**src/rtl/swd_pkg.sv**
```systemverilog
package swd_pkg;

    localparam int DEF_SAMPLE_W = 8;
    localparam int DEF_N_INST   = 4;
    localparam int DEF_N_TGT    = 5;
    localparam int DEF_N_PRE    = 5;
    localparam int DEF_N_POST   = 3;
    localparam int DEF_IN_LANES = 20;

    // Number of lanes kept from one word to the next.
    function automatic int carry_depth(input int n_pre, input int n_post);
        return n_pre + n_post;
    endfunction

    // Width of one instance window in lanes.
    function automatic int window_lanes(input int n_pre, input int n_tgt, input int n_post);
        return n_pre + n_tgt + n_post;
    endfunction

    // First lane of instance p inside the extended span.
    function automatic int window_base(input int p, input int n_tgt);
        return p * n_tgt;
    endfunction

    // Legal parameter combination check.
    function automatic bit span_ok(input int lanes, input int inst, input int tgt,
                                   input int pre, input int post);
        int span;
        span = lanes + carry_depth(pre, post);
        return (inst > 0) && (tgt > 0) && (pre >= 0) && (post >= 0)
            && (carry_depth(pre, post) > 0)
            && (span == inst * tgt + pre + post)
            && (lanes >= carry_depth(pre, post));
    endfunction

endpackage

```
**src/rtl/swd_tail_store.sv**
```systemverilog
module swd_tail_store #(
    parameter int SAMPLE_W = swd_pkg::DEF_SAMPLE_W,
    parameter int DEPTH    = 8,
    localparam int BITS    = DEPTH * SAMPLE_W
) (
    input  logic            clk,
    input  logic            rst,
    input  logic            load,
    input  logic [BITS-1:0] tail_in,
    output logic [BITS-1:0] carry_q
);

    always_ff @(posedge clk) begin
        if (rst) begin
            carry_q <= '0;
        end else if (load) begin
            carry_q <= tail_in;
        end
    end

    // an accepted word leaves its tail behind
    assert_tail_load_R6: assert property (@(posedge clk) disable iff (rst)
        load |=> carry_q == $past(tail_in));

    // idle cycles keep the carry
    assert_tail_hold_R7: assert property (@(posedge clk) disable iff (rst)
        !load |=> $stable(carry_q));

    // carry starts from zero after reset
    assert_tail_clear_R8: assert property (@(posedge clk) disable iff (rst)
        $past(rst) |-> carry_q == '0);

endmodule

```
**src/rtl/swd_window_slice.sv**
```systemverilog
module swd_window_slice #(
    parameter int SAMPLE_W = swd_pkg::DEF_SAMPLE_W,
    parameter int N_INST   = swd_pkg::DEF_N_INST,
    parameter int N_TGT    = swd_pkg::DEF_N_TGT,
    parameter int N_PRE    = swd_pkg::DEF_N_PRE,
    parameter int N_POST   = swd_pkg::DEF_N_POST,
    parameter int IN_LANES = swd_pkg::DEF_IN_LANES,
    localparam int CARRY   = swd_pkg::carry_depth(N_PRE, N_POST),
    localparam int WIN     = swd_pkg::window_lanes(N_PRE, N_TGT, N_POST),
    localparam int SPAN    = CARRY + IN_LANES,
    localparam int WIN_B   = WIN * SAMPLE_W
) (
    input  logic [CARRY*SAMPLE_W-1:0]    carry_in,
    input  logic [IN_LANES*SAMPLE_W-1:0] word_in,
    output logic [N_INST*WIN_B-1:0]      win_out
);

    logic [SPAN*SAMPLE_W-1:0] ext;

    // Carry lanes come first (oldest), then the fresh word.
    assign ext = {word_in, carry_in};

    for (genvar p = 0; p < N_INST; p++) begin : g_inst
        localparam int BASE = swd_pkg::window_base(p, N_TGT);
        assign win_out[p*WIN_B +: WIN_B] = ext[BASE*SAMPLE_W +: WIN_B];
    end

endmodule

```
**src/rtl/swd_out_stage.sv**
```systemverilog
module swd_out_stage #(
    parameter int BITS = 8
) (
    input  logic            clk,
    input  logic            rst,
    input  logic            in_valid,
    input  logic [BITS-1:0] win_d,
    output logic            out_valid,
    output logic [BITS-1:0] win_q
);

    always_ff @(posedge clk) begin
        if (rst) begin
            out_valid <= 1'b0;
            win_q     <= '0;
        end else begin
            out_valid <= in_valid;
            if (in_valid) begin
                win_q <= win_d;
            end
        end
    end

    // strobe delayed by exactly one stage
    assert_valid_delay_R3: assert property (@(posedge clk) disable iff (rst)
        !$past(rst) |-> out_valid == $past(in_valid));

    // windows hold through idle cycles
    assert_win_hold_R9: assert property (@(posedge clk) disable iff (rst)
        !in_valid |=> $stable(win_q));

    // nothing valid straight out of reset
    assert_reset_quiet_R2: assert property (@(posedge clk) disable iff (rst)
        $past(rst) |-> (!out_valid && win_q == '0));

endmodule

```
**src/rtl/swd_window_distributor.sv**
```systemverilog
module swd_window_distributor #(
    parameter int SAMPLE_W = swd_pkg::DEF_SAMPLE_W,
    parameter int N_INST   = swd_pkg::DEF_N_INST,
    parameter int N_TGT    = swd_pkg::DEF_N_TGT,
    parameter int N_PRE    = swd_pkg::DEF_N_PRE,
    parameter int N_POST   = swd_pkg::DEF_N_POST,
    parameter int IN_LANES = swd_pkg::DEF_IN_LANES,
    localparam int CARRY   = swd_pkg::carry_depth(N_PRE, N_POST),
    localparam int WIN     = swd_pkg::window_lanes(N_PRE, N_TGT, N_POST),
    localparam int WIN_B   = WIN * SAMPLE_W,
    localparam int OUT_B   = N_INST * WIN_B,
    localparam int IN_B    = IN_LANES * SAMPLE_W,
    localparam int CARRY_B = CARRY * SAMPLE_W
) (
    input  logic             clk,
    input  logic             rst,
    input  logic             in_valid,
    input  logic [IN_B-1:0]  in_word,
    output logic             out_valid,
    output logic [OUT_B-1:0] out_win
);

    // reject parameter sets whose span does not close
    if (!swd_pkg::span_ok(IN_LANES, N_INST, N_TGT, N_PRE, N_POST)) begin : g_bad_span
        $fatal(1, "window span does not match lanes plus carry");
    end

    logic [CARRY_B-1:0] carry_q;
    logic [CARRY_B-1:0] tail_d;
    logic [OUT_B-1:0]   win_d;

    // Newest CARRY lanes of the word form the next carry.
    assign tail_d = in_word[IN_B-1 -: CARRY_B];

    swd_tail_store #(
        .SAMPLE_W (SAMPLE_W),
        .DEPTH    (CARRY)
    ) i_tail (
        .clk     (clk),
        .rst     (rst),
        .load    (in_valid),
        .tail_in (tail_d),
        .carry_q (carry_q)
    );

    swd_window_slice #(
        .SAMPLE_W (SAMPLE_W),
        .N_INST   (N_INST),
        .N_TGT    (N_TGT),
        .N_PRE    (N_PRE),
        .N_POST   (N_POST),
        .IN_LANES (IN_LANES)
    ) i_slice (
        .carry_in (carry_q),
        .word_in  (in_word),
        .win_out  (win_d)
    );

    swd_out_stage #(
        .BITS (OUT_B)
    ) i_out (
        .clk       (clk),
        .rst       (rst),
        .in_valid  (in_valid),
        .win_d     (win_d),
        .out_valid (out_valid),
        .win_q     (out_win)
    );

    // neighbouring windows share their context taps
    for (genvar p = 1; p < N_INST; p++) begin : g_overlap
        assert_overlap_R5: assert property (@(posedge clk) disable iff (rst)
            out_valid |-> out_win[p*WIN_B +: CARRY_B]
                          == out_win[((p-1)*WIN + N_TGT)*SAMPLE_W +: CARRY_B]);
    end

    // last tap of the last window is the newest lane of the accepted word
    assert_span_end_R1: assert property (@(posedge clk) disable iff (rst)
        (!$past(rst) && $past(in_valid)) |->
            out_win[OUT_B-1 -: SAMPLE_W] == $past(in_word[IN_B-1 -: SAMPLE_W]));

endmodule

```
**config.mk**
```make
export PLATFORM = sky130hd
export DESIGN_NAME = swd_window_distributor
export DESIGN_NICKNAME = d
export VERILOG_FILES = /design/src/rtl/swd_pkg.sv /design/src/rtl/swd_tail_store.sv /design/src/rtl/swd_window_slice.sv /design/src/rtl/swd_out_stage.sv /design/src/rtl/swd_window_distributor.sv
export SDC_FILE = /design/constraint.sdc
export NUM_CORES = 1
export LEC_CHECK = 0
export BUFFER_PORTS_ARGS = -buffer_cell sky130_fd_sc_hd__buf_2
export CAP_MARGIN = 20
export CORE_AREA = 2 2 225 227
export DETAILED_ROUTE_END_ITERATION = 7
export DIE_AREA = 0 0 227 229
export PLACE_DENSITY = 0.7
export SLEW_MARGIN = 20
export SYNTH_ARGS = -nofsm -noshare
export SYNTH_HDL_FRONTEND = slang
export SYNTH_HIERARCHICAL = 1
export SYNTH_SLANG_ARGS = --single-unit
export TNS_END_PERCENT = 100
```
**constraint.sdc**
```tcl
create_clock -name clk -period 2.2 [get_ports clk]
set_input_delay 0.66 -clock clk [delete_from_list [all_inputs] [get_ports clk]]
set_output_delay 0.66 -clock clk [all_outputs]
set_load 0.02 [all_outputs]
```
==> results of run 1 <==
[logic make-up after synthesis]
kind of cell / Yosys count / synth area share
and+or+nand+nor: 481 / 0.09008
muxes: 480 / 0.2394
buffers and inverters: 523 / 0.1908
DFF: 481 / 0.4797
[worst paths after layout]
check,to,slack (ns)
setup reg to reg,i_out/win_q[109],1.50
hold / removal,i_out/win_q[235],0.35
setup / recovery,out_win[79],0.37
hold reg to reg,i_out/win_q[318],0.49
[cell type report]
cell class	count	area (sq um)
clock buffer	70	1435
timing repair buffer	629	3531
sequential	481	9629
multi-input combinational	961	6613
tap	672	840.8
antenna	3	7.507
fill	4756	27490
clock inverter	15	112.6
[report_power, final]
group | switching, mW | total [mW] | internal (mW)
Sequential | 0.250 | 9.45 | 9.20
Clock | 3.32 | 7.96 | 4.64
Combinational | 1.50 | 2.47 | 0.967
Total | 5.07 | 19.9 | 14.8
[metal layers]
layer / vias to the layer above / track usage / part of all wire
met4: 2 / 0.05719 / 0.032
li1: 6285 / - / -
met5: - / 0 / 0.00016
met2: 395 / 0.2941 / 0.50
met3: 86 / 0.05324 / 0.079
met1: 5979 / 0.1778 / 0.39
[state kept, by name, summed over array words and instances, names as in the netlist]
name             count
i_out/out_valid      1
i_tail/carry_q      64
i_out/win_q        416
[metrics by stage]
step / hold slack (ns) / setup WS [ns] / utilization
5_1_grt: 0.3249 / 0.3390 / 0.4464
3_3_place_gp: 0.4664 / 0.3527 / 0.4151
6_report: 0.3541 / 0.3715 / 0.4464
3_5_place_dp: 0.4733 / 0.3049 / 0.4151
2_1_floorplan: 0.4617 / 0.6278 / -
4_1_cts: 0.3085 / 0.3207 / 0.4463
[synthesized netlist by cell type]
master      n  area share
buf_1      12      0.0022
nor2_1    480       0.090
nor2b_1     1     0.00031
buf_4     445        0.17
dfxtp_1   481        0.48
clkbuf_2    1     0.00025
clkbuf_1   37      0.0069
mux2i_1   480        0.24
buf_8       6      0.0045
buf_6      16      0.0090
buf_2       6      0.0015
==> impl_metrics.yaml, run 1 <==
status:
  status: "completed"
sta:
  finClkSkew_ns: 0.01214
  fin_crit_sh: 0.8312
  rsz0062_at_grt: "false"
  tns_ns: 0
  finalHoldViolCount: 0
  timing.fmax_mhz: 546.9
  setup_viol: 0
  slew_violations: 0
  max-slew-margin-rel: 0.7113
  period_minus_slack_ns: 1.829
  worst_pin_slew_ns: 0.4331
placement:
  dp_hpwl_um: 33360
  place_congestion: 0.8278
  placed_area_sq_um: 20610
  io_buffers: 579
  place_inst: 2743
layout:
  final_cells: 2831
  layout_common_cells: "buf_2, dfxtp_1, mux2i_1, nor2_1, clkbuf_16"
  design_area_sq_um: 22170
  final_common_cell: "buf_2"
  nets: 2285
  drive_above_1_share: 0.3275
  syn2layout_area_growth_pct: 10.45
floorplanning:
  initial_core_util: 0.4042
  core_area_sq_um: 49660
  die_height_um: 229
  rows: 82
  fp.dieArea_sq_um: 51980
  dieWidth_um: 227
  ios: 580
run:
  drv_cap: 0
worst_setup_path:
  startpoint: "i_out/win_q[79]"
  cp_top_family: "flip-flops"
  cp.depth: 1
  path_max_fanout: 2
  crit_slowest_cell: "dfxtp_1"
  endpoint_kind: "primary output"
  r2r_cells: 2
  worstSetupStartpointType: "flop"
  path_cells: "buf_2"
  slowest_delay_ns: 0.42
  critPathArrivalTime_ns: 1.17
  worstReg2RegStart: "i_tail/carry_q[45]"
  path_buf_inv: 1
  critPathRequiredTime_ns: 1.54
  worstSetupPathType: "reg2out"
worst_hold_path:
  min_path_type: "in2reg"
  whs_path_depth: 3
  holdCritStartpoint: "in_word[43]"
global_routing:
  grt_use_total: 0.1633
  grt_max_degree: 89
  antenna_found_initial: 3
  grt_pass1_vias: 12640
  grt_pass1_wl_um: 68120
  gr-total-overflow: 0
clock_network:
  cts_setup_buffers: 0
  clock_sinks: 481
  hold_buffers: 0
  cts.path.max_buffers: 3
  cts_made_buffers: 49
  path_clk_slew_ns: 0.06
  clock_latency_ns: 0.55
  tritoncts: "built"
  cts.htree.levels: 2
  root_buffer: "clkbuf_16"
  cts_resized: 0
detailed_routing:
  via_count: 12750
  via_per_inst: 4.503
  drt_iter0_markers: 457
  ant_nets: 0
  drt-total-wl_um: 45060
  firstDrtPassIters: 4
  drc_errors: 0
  wire_per_inst_um: 15.92
power_and_ir_drop:
  finalPower_mw: 19.87
  power.leakage_nw: 11.53
  peakVddDrop_v: 0.0006476
  power.density_nw_per_um2: 896.4
logic_synthesis:
  synthCells: 1965
  ys_seq_elements: 481
  yosys_warnings: 6
  syn_avg_cell_area_sq_um: 10.21
  yosys.cell_types.count: 11
  netlist_area_sq_um: 20070
  ys_seq_area_frac: 0.4797
  syn_nets: 2128
Note: power is estimated with default switching activity, not from simulation.
==> inputs of run 2 (changes only) <==
clock period = 1.73 ns   (was 2.2 ns; I/O delays follow)
==> run 2 against run 1 <==
Effect of this change: global-route usage rose by 0.13 points; design area is 1.0% higher; sequential share of layout area decreased by 0.42 points; combinational power increased by 29%; worst hold slack got worse by 0.15 ns; largest power group unchanged.
==> impl_metrics.yaml, run 2 (same netlist as run 1, synthesis figures left out) <==
status:
  status: "completed"
sta:
  setup_viol: 0
  finClkSkew_ns: 0.009282
  fin_crit_sh: 0.9657
  tns_ns: 0
  period_minus_slack_ns: 1.671
  finalHoldViolCount: 0
  worst_pin_slew_ns: 0.4094
  slew_violations: 0
  rsz0062_at_grt: "false"
  timing.fmax_mhz: 598.6
  max-slew-margin-rel: 0.7271
placement:
  dp_hpwl_um: 34240
  place_congestion: 0.8300
  place_inst: 2758
  io_buffers: 579
worst_setup_path:
  worstSetupPathType: "reg2out"
  crit_slowest_cell: "dfxtp_1"
  cp.depth: 1
  r2r_end: "i_out/win_q[237]"
  slowest_delay_ns: 0.38
  endpoint_kind: "primary output"
  critPathRequiredTime_ns: 1.21
  r2r_cells: 2
  path_max_fanout: 2
  worstReg2RegStart: "i_out/win_q[237]"
  path_buf_inv: 1
  r2r_setup_slack_ns: 1.06
  worstSetupStartpointType: "flop"
  cp_top_family: "flip-flops"
  critPathArrivalTime_ns: 1.15
  path_cells: "buf_2"
detailed_routing:
  via_per_inst: 4.507
  drc_errors: 0
  firstDrtPassIters: 7
  drt_iter0_markers: 447
  drt-total-wl_um: 45350
  wire_per_inst_um: 15.95
  via_count: 12820
  ant_nets: 0
floorplanning:
  initial_core_util: 0.4042
  ios: 580
  die_height_um: 229
  core_area_sq_um: 49660
  rows: 82
  fp.dieArea_sq_um: 51980
  dieWidth_um: 227
global_routing:
  antenna_found_initial: 1
  grt_pass1_vias: 12600
  gr-total-overflow: 0
  grt_use_total: 0.1646
  grt_pass1_wl_um: 68340
  grt_max_degree: 86
layout:
  multi_input_area_sq_um: 6613
  final_cells: 2844
  reg.largest.list: "i_out/win_q: 416 flops, i_tail/carry_q: 64 flops, i_out/out_valid: 1 flops"
  drive_above_1_share: 0.3326
  fillers: 4710
  nets: 2299
  layout_common_cells: "buf_2, mux2i_1, nor2_1, dfxtp_1, clkbuf_16"
  seqCellArea_sq_um: 9630
  final_common_cell: "buf_2"
  regMostFlops: "i_out/win_q"
  syn2layout_area_growth_pct: 11.55
  largest_register_ffs: 416
worst_hold_path:
  whs_path_depth: 3
  min_path_type: "in2reg"
  holdCritStartpoint: "in_word[155]"
  whs_endpoint: "i_tail/carry_q[59]"
clock_network:
  cts.path.max_buffers: 3
  root_buffer: "clkbuf_16"
  tritoncts: "built"
  cts.htree.levels: 2
  cts_setup_buffers: 0
  clock_latency_ns: 0.56
  path_clk_slew_ns: 0.06
  hold_buffers: 0
  cts_resized: 1
  cts_made_buffers: 48
  clock_sinks: 481
run:
  drv_cap: 0
power_and_ir_drop:
  peakVddDrop_v: 0.0007411
  power.density_nw_per_um2: 1136
  power.leakage_nw: 11.64
## run 2: cell types whose count changed in the layout (fill, tap and decap cells not counted)
| cell | previous run | this run |
|---|---|---|
| clkbuf_8 | 13 | 12 |
| buf_4 | 31 | 39 |
| clkinv_8 | 0 | 1 |
| buf_12 | 19 | 26 |
| clkinvlp_4 | 1 | 0 |
| dfxtp_2 | 0 | 1 |
| dfxtp_1 | 481 | 480 |
| bufinv_16 | 1 | 2 |
| diode_2 | 3 | 1 |
## run 2: worst max-delay path by stage
stage | to | slack, ns | from
finish | out_win[3] | 0.06 | i_out/win_q[3]
global route | out_win[3] | 0.01 | i_out/win_q[3]
CTS | out_win[381] | 0.03 | i_out/win_q[381]
detailed placement | i_out/win_q[279] | 0.12 | in_valid
global placement | i_tail/carry_q[21] | 0.15 | in_valid
floorplan | i_out/win_q[285] | 0.30 | in_valid
## run 2: through the flow
step	setup WS [ns]	hold slack, ns	total power, mW	utilization	cell area [sq um]
2_1_floorplan	0.2988	0.4617	14.89	-	20070
3_3_place_gp	0.1452	0.4651	15.36	0.4191	20810
3_5_place_dp	0.1242	0.4736	15.46	0.4191	20810
4_1_cts	0.02708	0.1655	25.77	0.4508	22390
5_1_grt	0.01054	0.1827	26.47	0.4509	22390
6_report	0.05940	0.2008	25.45	0.4509	22390
## run 2: area by class of cell
cell class,instances,area share
Antenna cell,1,0.0001118
Multi-Input combinational cell,961,0.2953
Clock inverter,16,0.006762
Clock buffer,69,0.06348
Tap cell,672,0.03755
Sequential cell,481,0.4301
Timing Repair Buffer,644,0.1666
## run 2: layer usage
metal	global-route usage	share of wire	up-vias
li1	-	-	6305
met1	0.1782	0.39	6030
met2	0.3001	0.50	387
met3	0.04990	0.076	96
met4	0.05842	0.033	0
met5	0	0	-
## run 2: power breakdown
part	total [mW]	leakage (nW)	internal [mW]	switching, mW
Clock	10.2	0.788	6.01	4.23
Sequential	12.0	3.96	11.7	0.326
Combinational	3.19	6.89	1.27	1.92
## run 2: tightest hold or removal path, delay by kind of cell
family                 cells  cell delay, ns
buffers and inverters      1            0.09
muxes                      1            0.06
and+or+nand+nor            1            0.07
